File: src/rtl/ide_pio_pkg.sv
package ide_pio_pkg;

  typedef enum logic [1:0] {
    PH_IDLE   = 2'd0,
    PH_SETUP  = 2'd1,
    PH_ACTIVE = 2'd2,
    PH_RECOV  = 2'd3
  } phase_e;

  localparam logic [1:0] CFG_DRV_TIMING = 2'd0;
  localparam logic [1:0] CFG_SETUP      = 2'd1;
  localparam logic [1:0] CFG_NONDATA    = 2'd2;

endpackage

File: src/rtl/ide_pio_timing_regs.sv
module ide_pio_timing_regs #(
  parameter int NUM_DRIVES = 2,
  parameter int FIELD_W    = 4,
  parameter int SETUP_W    = 2,
  parameter int CFG_W      = 16,
  parameter logic [FIELD_W-1:0] ACT_RST    = 4'hA,
  parameter logic [FIELD_W-1:0] REC_RST    = 4'h8,
  parameter logic [SETUP_W-1:0] SETUP_RST  = 2'b11,
  parameter logic [FIELD_W-1:0] NP_ACT_RST = 4'hF,
  parameter logic [FIELD_W-1:0] NP_REC_RST = 4'hF
) (
  input  logic                                clk,
  input  logic                                rst_n,
  input  logic                                cfg_we,
  input  logic [1:0]                          cfg_addr,
  input  logic [CFG_W-1:0]                    cfg_wdata,
  output logic [NUM_DRIVES-1:0][FIELD_W-1:0]  drv_act,
  output logic [NUM_DRIVES-1:0][FIELD_W-1:0]  drv_rec,
  output logic [NUM_DRIVES-1:0][SETUP_W-1:0]  drv_setup,
  output logic [FIELD_W-1:0]                  np_act,
  output logic [FIELD_W-1:0]                  np_rec
);
  import ide_pio_pkg::*;

  localparam int PAIR_W = 2 * FIELD_W;

  logic wr_drv, wr_setup, wr_np;
  assign wr_drv   = cfg_we && (cfg_addr == CFG_DRV_TIMING);
  assign wr_setup = cfg_we && (cfg_addr == CFG_SETUP);
  assign wr_np    = cfg_we && (cfg_addr == CFG_NONDATA);

  for (genvar d = 0; d < NUM_DRIVES; d++) begin : g_drv
    localparam int PLO = (NUM_DRIVES - 1 - d) * PAIR_W;
    localparam int SLO = (NUM_DRIVES - 1 - d) * SETUP_W;
    logic [FIELD_W-1:0] act_q, rec_q;
    logic [SETUP_W-1:0] set_q;

    always_ff @(posedge clk or negedge rst_n) begin
      if (!rst_n) begin
        act_q <= ACT_RST;
        rec_q <= REC_RST;
      end else if (wr_drv) begin
        act_q <= cfg_wdata[PLO+FIELD_W +: FIELD_W];
        rec_q <= cfg_wdata[PLO +: FIELD_W];
      end
    end

    always_ff @(posedge clk or negedge rst_n) begin
      if (!rst_n) set_q <= SETUP_RST;
      else if (wr_setup) set_q <= cfg_wdata[SLO +: SETUP_W];
    end

    assign drv_act[d]   = act_q;
    assign drv_rec[d]   = rec_q;
    assign drv_setup[d] = set_q;
  end

  always_ff @(posedge clk or negedge rst_n) begin
    if (!rst_n) begin
      np_act <= NP_ACT_RST;
      np_rec <= NP_REC_RST;
    end else if (wr_np) begin
      np_act <= cfg_wdata[FIELD_W +: FIELD_W];
      np_rec <= cfg_wdata[0 +: FIELD_W];
    end
  end

endmodule

File: src/rtl/ide_pio_timing_sel.sv
module ide_pio_timing_sel #(
  parameter int NUM_DRIVES = 2,
  parameter int FIELD_W    = 4,
  parameter int SETUP_W    = 2,
  localparam int DRV_W     = (NUM_DRIVES > 1) ? $clog2(NUM_DRIVES) : 1
) (
  input  logic [NUM_DRIVES-1:0][FIELD_W-1:0]  drv_act,
  input  logic [NUM_DRIVES-1:0][FIELD_W-1:0]  drv_rec,
  input  logic [NUM_DRIVES-1:0][SETUP_W-1:0]  drv_setup,
  input  logic [FIELD_W-1:0]                  np_act,
  input  logic [FIELD_W-1:0]                  np_rec,
  input  logic [DRV_W-1:0]                    drive,
  input  logic                                is_data,
  output logic [FIELD_W-1:0]                  t_setup,
  output logic [FIELD_W-1:0]                  t_act,
  output logic [FIELD_W-1:0]                  t_rec
);

  always_comb begin
    t_setup = {{(FIELD_W-SETUP_W){1'b0}}, drv_setup[drive]};
    if (is_data) begin
      t_act = drv_act[drive];
      t_rec = drv_rec[drive];
    end else begin
      t_act = np_act;
      t_rec = np_rec;
    end
  end

endmodule

File: src/rtl/ide_pio_seq.sv
module ide_pio_seq #(
  parameter int DATA_W     = 16,
  parameter int REG_ADDR_W = 3,
  parameter int FIELD_W    = 4
) (
  input  logic                  clk,
  input  logic                  rst_n,
  input  logic                  req_valid,
  output logic                  req_ready,
  input  logic                  req_write,
  input  logic [REG_ADDR_W-1:0] req_reg,
  input  logic [DATA_W-1:0]     req_wdata,
  input  logic [FIELD_W-1:0]    t_setup,
  input  logic [FIELD_W-1:0]    t_act,
  input  logic [FIELD_W-1:0]    t_rec,
  input  logic [DATA_W-1:0]     ide_dd_in,
  output logic                  done,
  output logic [DATA_W-1:0]     rd_data,
  output logic                  ide_cs_n,
  output logic [REG_ADDR_W-1:0] ide_da,
  output logic                  ide_dior_n,
  output logic                  ide_diow_n,
  output logic [DATA_W-1:0]     ide_dd_out,
  output logic                  ide_dd_oe
);
  import ide_pio_pkg::*;

  phase_e               ph_q;
  logic [FIELD_W-1:0]   cnt_q;
  logic [FIELD_W-1:0]   act_q, rec_q;
  logic                 wr_q;
  logic [REG_ADDR_W-1:0] reg_q;
  logic [DATA_W-1:0]    wdata_q;
  logic                 done_q;
  logic                 last_clk;
  logic                 accept;

  assign req_ready = (ph_q == PH_IDLE);
  assign accept    = req_valid && req_ready;
  assign last_clk  = (cnt_q == '0);

  always_ff @(posedge clk or negedge rst_n) begin
    if (!rst_n) begin
      ph_q    <= PH_IDLE;
      cnt_q   <= '0;
      act_q   <= '0;
      rec_q   <= '0;
      wr_q    <= 1'b0;
      reg_q   <= '0;
      wdata_q <= '0;
      done_q  <= 1'b0;
    end else begin
      done_q <= 1'b0;
      unique case (ph_q)
        PH_IDLE: begin
          if (accept) begin
            ph_q    <= PH_SETUP;
            cnt_q   <= t_setup;
            act_q   <= t_act;
            rec_q   <= t_rec;
            wr_q    <= req_write;
            reg_q   <= req_reg;
            wdata_q <= req_wdata;
          end
        end
        PH_SETUP: begin
          if (last_clk) begin
            ph_q  <= PH_ACTIVE;
            cnt_q <= act_q;
          end else begin
            cnt_q <= cnt_q - 1'b1;
          end
        end
        PH_ACTIVE: begin
          if (last_clk) begin
            ph_q  <= PH_RECOV;
            cnt_q <= rec_q;
          end else begin
            cnt_q <= cnt_q - 1'b1;
          end
        end
        PH_RECOV: begin
          if (last_clk) begin
            ph_q   <= PH_IDLE;
            done_q <= 1'b1;
          end else begin
            cnt_q <= cnt_q - 1'b1;
          end
        end
        default: ph_q <= PH_IDLE;
      endcase
    end
  end

  always_ff @(posedge clk or negedge rst_n) begin
    if (!rst_n) rd_data <= '0;
    else if (ph_q == PH_ACTIVE && last_clk && !wr_q) rd_data <= ide_dd_in;
  end

  assign done       = done_q;
  assign ide_cs_n   = (ph_q == PH_IDLE);
  assign ide_da     = reg_q;
  assign ide_dior_n = !((ph_q == PH_ACTIVE) && !wr_q);
  assign ide_diow_n = !((ph_q == PH_ACTIVE) && wr_q);
  assign ide_dd_oe  = wr_q && ((ph_q == PH_SETUP) || (ph_q == PH_ACTIVE));
  assign ide_dd_out = wdata_q;

endmodule

File: src/rtl/ide_pio_strobe.sv
module ide_pio_strobe #(
  parameter int NUM_DRIVES = 2,
  parameter int DATA_W     = 16,
  parameter int REG_ADDR_W = 3,
  parameter int FIELD_W    = 4,
  parameter int SETUP_W    = 2,
  parameter int CFG_W      = 16,
  parameter int DATA_REG   = 0,
  localparam int DRV_W     = (NUM_DRIVES > 1) ? $clog2(NUM_DRIVES) : 1
) (
  input  logic                  clk,
  input  logic                  rst_n,
  input  logic                  cfg_we,
  input  logic [1:0]            cfg_addr,
  input  logic [CFG_W-1:0]      cfg_wdata,
  input  logic                  req_valid,
  output logic                  req_ready,
  input  logic [DRV_W-1:0]      req_drive,
  input  logic                  req_write,
  input  logic [REG_ADDR_W-1:0] req_reg,
  input  logic [DATA_W-1:0]     req_wdata,
  output logic                  done,
  output logic [DATA_W-1:0]     rd_data,
  output logic                  ide_cs_n,
  output logic [REG_ADDR_W-1:0] ide_da,
  output logic                  ide_dior_n,
  output logic                  ide_diow_n,
  output logic [DATA_W-1:0]     ide_dd_out,
  output logic                  ide_dd_oe,
  input  logic [DATA_W-1:0]     ide_dd_in
);

  logic [NUM_DRIVES-1:0][FIELD_W-1:0] drv_act, drv_rec;
  logic [NUM_DRIVES-1:0][SETUP_W-1:0] drv_setup;
  logic [FIELD_W-1:0] np_act, np_rec;
  logic [FIELD_W-1:0] t_setup, t_act, t_rec;
  logic is_data;

  assign is_data = (req_reg == REG_ADDR_W'(DATA_REG));

  ide_pio_timing_regs #(
    .NUM_DRIVES(NUM_DRIVES), .FIELD_W(FIELD_W), .SETUP_W(SETUP_W), .CFG_W(CFG_W)
  ) u_regs (
    .clk(clk), .rst_n(rst_n), .cfg_we(cfg_we), .cfg_addr(cfg_addr),
    .cfg_wdata(cfg_wdata), .drv_act(drv_act), .drv_rec(drv_rec),
    .drv_setup(drv_setup), .np_act(np_act), .np_rec(np_rec)
  );

  ide_pio_timing_sel #(
    .NUM_DRIVES(NUM_DRIVES), .FIELD_W(FIELD_W), .SETUP_W(SETUP_W)
  ) u_sel (
    .drv_act(drv_act), .drv_rec(drv_rec), .drv_setup(drv_setup),
    .np_act(np_act), .np_rec(np_rec), .drive(req_drive), .is_data(is_data),
    .t_setup(t_setup), .t_act(t_act), .t_rec(t_rec)
  );

  ide_pio_seq #(
    .DATA_W(DATA_W), .REG_ADDR_W(REG_ADDR_W), .FIELD_W(FIELD_W)
  ) u_seq (
    .clk(clk), .rst_n(rst_n), .req_valid(req_valid), .req_ready(req_ready),
    .req_write(req_write), .req_reg(req_reg), .req_wdata(req_wdata),
    .t_setup(t_setup), .t_act(t_act), .t_rec(t_rec), .ide_dd_in(ide_dd_in),
    .done(done), .rd_data(rd_data), .ide_cs_n(ide_cs_n), .ide_da(ide_da),
    .ide_dior_n(ide_dior_n), .ide_diow_n(ide_diow_n),
    .ide_dd_out(ide_dd_out), .ide_dd_oe(ide_dd_oe)
  );

endmodule

File: config.mk
export PLATFORM = sky130hd
export DESIGN_NAME = ide_pio_strobe
export DESIGN_NICKNAME = d
export VERILOG_FILES = /design/src/rtl/ide_pio_pkg.sv /design/src/rtl/ide_pio_timing_regs.sv /design/src/rtl/ide_pio_timing_sel.sv /design/src/rtl/ide_pio_seq.sv /design/src/rtl/ide_pio_strobe.sv
export SDC_FILE = /design/constraint.sdc
export NUM_CORES = 1
export LEC_CHECK = 0
export BUFFER_PORTS_ARGS = -buffer_cell sky130_fd_sc_hd__clkbuf_2
export CAP_MARGIN = 20
export CELL_PAD_IN_SITES_DETAIL_PLACEMENT = 0
export CELL_PAD_IN_SITES_GLOBAL_PLACEMENT = 1
export CORE_ASPECT_RATIO = 2
export CORE_UTILIZATION = 41
export DETAILED_ROUTE_END_ITERATION = 10
export PLACE_DENSITY = 0.86
export SLEW_MARGIN = 0
export SYNTH_ARGS = -nofsm -noshare
export SYNTH_HDL_FRONTEND = slang
export SYNTH_SLANG_ARGS = --single-unit
File: constraint.sdc
create_clock -name clk -period 2.65 [get_ports clk]
set_clock_uncertainty 0.15 [all_clocks]
set_input_delay 0.265 -clock clk [delete_from_list [all_inputs] [get_ports clk]]
set_output_delay 0.265 -clock clk [all_outputs]
set_load 0.005 [all_outputs]
==> impl_metrics.prom <==
# TYPE chip_impl_metric gauge
chip_impl_metric{name="post_route_cells_drive_above_1_share",unit="%"} 56.5
chip_impl_metric{name="core_area",unit="sq um"} 8230
chip_impl_info{name="ys.flop_type",value="dfrtp_1"} 1
chip_impl_metric{name="switching_share",unit="%"} 30.7
chip_impl_info{name="reg2reg_to",value="u_seq.rd_data[9]"} 1
chip_impl_metric{name="final-setup-viol-count",unit=""} 0
chip_impl_metric{name="synth-edff-count",unit=""} 0
chip_impl_metric{name="antenna_found_initial",unit=""} 0
chip_impl_metric{name="syn-mean-instance-area",unit="sq um"} 13.7
chip_impl_info{name="critical-path-top-delay-family",value="simple AND/OR/NAND/NOR gates"} 1
chip_impl_metric{name="die_w",unit="microns"} 67.0
chip_impl_metric{name="cp_slowest_stage_delay",unit="ps"} 540
chip_impl_metric{name="relSlewSlack",unit="%"} 34.5
chip_impl_metric{name="ys_seq_area_share",unit="%"} 57.7
chip_impl_metric{name="synth-seq-cells",unit=""} 79
chip_impl_metric{name="p_int",unit="mW"} 3.30
chip_impl_metric{name="dr.first_iter.drc_count",unit=""} 139
chip_impl_metric{name="dieArea",unit="sq um"} 8850
chip_impl_metric{name="finalCriticalPeriod",unit="ps"} 2290
chip_impl_metric{name="cts_sinks",unit=""} 79
chip_impl_metric{name="power.share.combinational",unit="%"} 35.5
chip_impl_metric{name="critical_path_buf_inv_count",unit=""} 1
chip_impl_metric{name="postSynthNetCount",unit=""} 318
chip_impl_metric{name="cp_data_arrival_time",unit="ps"} 2350
chip_impl_metric{name="initial_utilization",unit="%"} 42.1
chip_impl_metric{name="final_hold_viol_count",unit=""} 0
chip_impl_metric{name="worst-endpoint-required",unit="ps"} 2710
chip_impl_metric{name="cts_inserted_buffers",unit=""} 9
chip_impl_metric{name="drtPass1Iterations",unit=""} 4
chip_impl_metric{name="post_drt_via_cell_ratio",unit=""} 5.05
chip_impl_info{name="clk_root_buffer_cell",value="clkbuf_16"} 1
chip_impl_metric{name="clock.fmax",unit="MHz"} 437
chip_impl_metric{name="portBuffers",unit=""} 99
chip_impl_metric{name="grt_pass1_wl",unit="microns"} 11400
chip_impl_metric{name="synth-async-reset-ratio",unit="%"} 100
chip_impl_info{name="largest_cells_by_area_after_synthesis",value="dfrtp_1 44%, mux2_2 18%, dfstp_2 14%, mux2_4 4.3%, o21ai_0 3.0%"} 1
chip_impl_metric{name="worst-path-stages",unit=""} 5
chip_impl_metric{name="syn-instance-count",unit=""} 253
chip_impl_metric{name="distinct_cells_synth",unit=""} 33
chip_impl_metric{name="postLayoutCoreUtil",unit="%"} 52.5
chip_impl_metric{name="switchingPower",unit="mW"} 1.47
chip_impl_metric{name="critical_path.max_fanout",unit=""} 16
chip_impl_metric{name="slew_violations",unit=""} 0
chip_impl_metric{name="clk_latency",unit="ps"} 330
chip_impl_metric{name="max_cap_viol_count",unit=""} 0
chip_impl_metric{name="placer_s_final_routability_congestion_estimate",unit=""} 0.761
chip_impl_metric{name="clk_transition_reported_paths",unit="ps"} 60
chip_impl_metric{name="dr_total_vias",unit=""} 2319
chip_impl_info{name="rsz_0062_raised_after_global_routing",value="false"} 1
chip_impl_metric{name="diodes",unit=""} 0
chip_impl_metric{name="detailed_place_hpwl",unit="microns"} 5270
chip_impl_metric{name="fin_worst_hold_slack",unit="ps"} 15.4
chip_impl_info{name="timing.hold.worst.class",value="primary input to register"} 1
chip_impl_metric{name="synthesis.yosys.warnings",unit=""} 0
chip_impl_metric{name="final_nets",unit=""} 422
chip_impl_metric{name="rows",unit=""} 47
chip_impl_metric{name="die_y",unit="microns"} 132
chip_impl_info{name="crit_path_start",value="u_seq.cnt_q[0]"} 1
chip_impl_metric{name="reg2reg_slack",unit="ps"} 360
chip_impl_metric{name="wl",unit="microns"} 7170
chip_impl_metric{name="ant_nets",unit=""} 0
chip_impl_metric{name="drcViolationCount",unit=""} 0
chip_impl_metric{name="netlist.area_leader.share",unit="%"} 44.0
chip_impl_info{name="status",value="completed"} 1
chip_impl_metric{name="cts_max_level",unit=""} 3
chip_impl_metric{name="area_delta_synth_final",unit="%"} 24.6
chip_impl_metric{name="peakVddDrop",unit="mV"} 0.456
chip_impl_info{name="worst_r2r_startpoint",value="u_seq.cnt_q[0]"} 1
chip_impl_metric{name="power.share.sequential",unit="%"} 41.5
chip_impl_info{name="yosysTopAreaCell",value="dfrtp_1"} 1
chip_impl_info{name="critical-path-slowest-cell",value="or2_1"} 1
chip_impl_info{name="yosys-top-cells-count",value="61 x dfrtp_1, 55 x mux2_2, 21 x o21ai_0, 18 x dfstp_2, 18 x nand2_1"} 1
chip_impl_metric{name="total_global_route_track_usage",unit="%"} 17.6
chip_impl_info{name="critical_path.endpoint_type",value="register"} 1
chip_impl_metric{name="boundaryPins",unit=""} 100
chip_impl_metric{name="clock_tree.buffer_depth",unit=""} 2
chip_impl_metric{name="clkPwrFrac",unit="%"} 22.9
chip_impl_info{name="startpoint_type",value="register"} 1
chip_impl_info{name="worst-setup-path-type",value="register to register"} 1
chip_impl_metric{name="gr_overflow_total",unit=""} 0
chip_impl_metric{name="maximum_number_of_pins_on_one_net_before_global_route_repair",unit=""} 80
chip_impl_metric{name="power.density",unit="nW/um^2"} 1100
chip_impl_metric{name="ctsResizeCount",unit=""} 0
chip_impl_metric{name="tightest_slew",unit="ps"} 983
chip_impl_metric{name="leakage",unit="nW"} 2.08
chip_impl_info{name="cp-endpoint",value="u_seq.rd_data[9]"} 1
chip_impl_metric{name="finalCritPeriodShare",unit="%"} 86.3
chip_impl_info{name="tritoncts",value="yes"} 1
chip_impl_info{name="yosys.cell_count.top_type",value="dfrtp_1"} 1
chip_impl_metric{name="reg2regPathDepth",unit=""} 5
chip_impl_metric{name="post_synth_instance_area",unit="sq um"} 3470
chip_impl_metric{name="grt_pass1_vias",unit=""} 2422
chip_impl_metric{name="route.detailed.wl_per_inst",unit="microns"} 15.6
chip_impl_info{name="path_cells",value="inv_1 > ha_1 > or3b_4 > or2_1 > mux2_4"} 1
chip_impl_metric{name="setup_tns",unit="ps"} 0
==> metrics by stage <==
step           total power [mW]  setup WS, ps  instance area (sq um)  std cells
2_1_floorplan              3.05           606                   3470        253
3_3_place_gp               3.62           438                   4040        443
3_5_place_dp               3.70           354                   4040        443
4_1_cts                    4.83           353                   4320        459
5_1_grt                    5.10           273                   4320        459
6_report                   4.77           362                   4320        459
==> cell usage in the layout, fill, tap and decap left out <==
master         netlist  final
nor3b_1              1      1
nor2b_1              1      1
o21ai_0             21     21
o32a_1               2      2
mux2i_1             10     10
nand3b_1             2      2
ha_1                 6      6
mux2_2              55     55
nand2_1             18     18
and2_1               2      2
clkinv_2             0      3
clkinvlp_4           0      1
mux2_4              10     10
dfrtp_1             61     61
clkbuf_16            0      9
nor4b_1              1      1
dfstp_2             18     18
o22a_1               1      1
a21o_1               1      1
clkbuf_1             4      1
a22o_1               4      4
clkbuf_8             0      1
or3b_4               1      1
a21oi_1              6      6
nor4_1               1      1
nand2b_1             2      2
or2_2                2      2
a22oi_1              2      2
buf_4                1      5
nor2_1               4      4
inv_1                5      5
dlygate4sd3_1        0      1
clkbuf_2             0     98
nor3b_2              1      1
nor3_1               3      3
or2_1                1      1
==> registers in the layout, indices dropped and copies added, names as in the netlist <==
signal,count
u_regs.g_drv.act_q,8
u_regs.g_drv.rec_q,8
u_regs.g_drv.set_q,4
u_regs.np_act,4
u_regs.np_rec,4
u_seq.act_q,4
u_seq.cnt_q,4
u_seq.done,1
u_seq.ide_da,3
u_seq.ide_dd_out,16
u_seq.ph_q,2
u_seq.rd_data,16
u_seq.rec_q,4
u_seq.wr_q,1
==> cell type report <==
cell class,count,area (sq um)
sequential,79,2000
timing repair buffer,104,538
clock inverter,4,22.5
multi-input combinational,158,1380
fill,740,3910
tap,98,123
inverter,5,18.8
clock buffer,11,243
==> timing repair <==
item	in CTS	in global routing
hold buffers	1	0
buffers inserted	0	0
endpoints found under the hold margin	60	0
==> how the worst min path moves through the flow <==
stage | from | endpoint | slack [ps] | cells past startpoint
floorplan | rst_n | u_regs.g_drv[0].act_q[0] | -180 | 0
global placement | rst_n | u_seq.rd_data[15] | 320 | 1
detailed placement | u_seq.rec_q[1] | u_seq.rec_q[1] | 320 | 2
CTS | req_wdata[10] | u_seq.ide_dd_out[10] | 3 | 2
global route | ide_dd_in[10] | u_seq.rd_data[10] | 9 | 2
finish | req_wdata[3] | u_seq.ide_dd_out[3] | 20 | 2
==> layer usage <==
layer / track usage, % / wire length [microns] / vias to the layer above
met5: 0 / 0 / -
met3: 4.41 / 276 / 19
met1: 17.6 / 2560 / 1138
met4: 10.4 / 281 / 0
met2: 31.1 / 4050 / 62
li1: - / - / 1100
==> power by group through the flow <==
stage	clock [mW]	combinational (mW)	sequential [mW]
5_1_grt	1.18	1.87	2.04
6_report	1.09	1.70	1.98
3_3_place_gp	0	1.64	1.97
3_5_place_dp	0	1.70	2.00
4_1_cts	1.13	1.72	1.98
2_1_floorplan	0	1.08	1.97
==> kinds of logic (layout without fill, tap and decap cells) <==
family / count (synthesis) / after routing / share of synthesized area, %
mux: 75 / 75 / 25.1
buf+inv: 16 / 124 / 2.67
fa+ha+maj: 6 / 6 / 2.17
flops: 79 / 79 / 57.7
compound gates: 37 / 37 / 6.39
simple gates: 40 / 40 / 6.03
No activity file was read; power rests on OpenSTA's default activity.
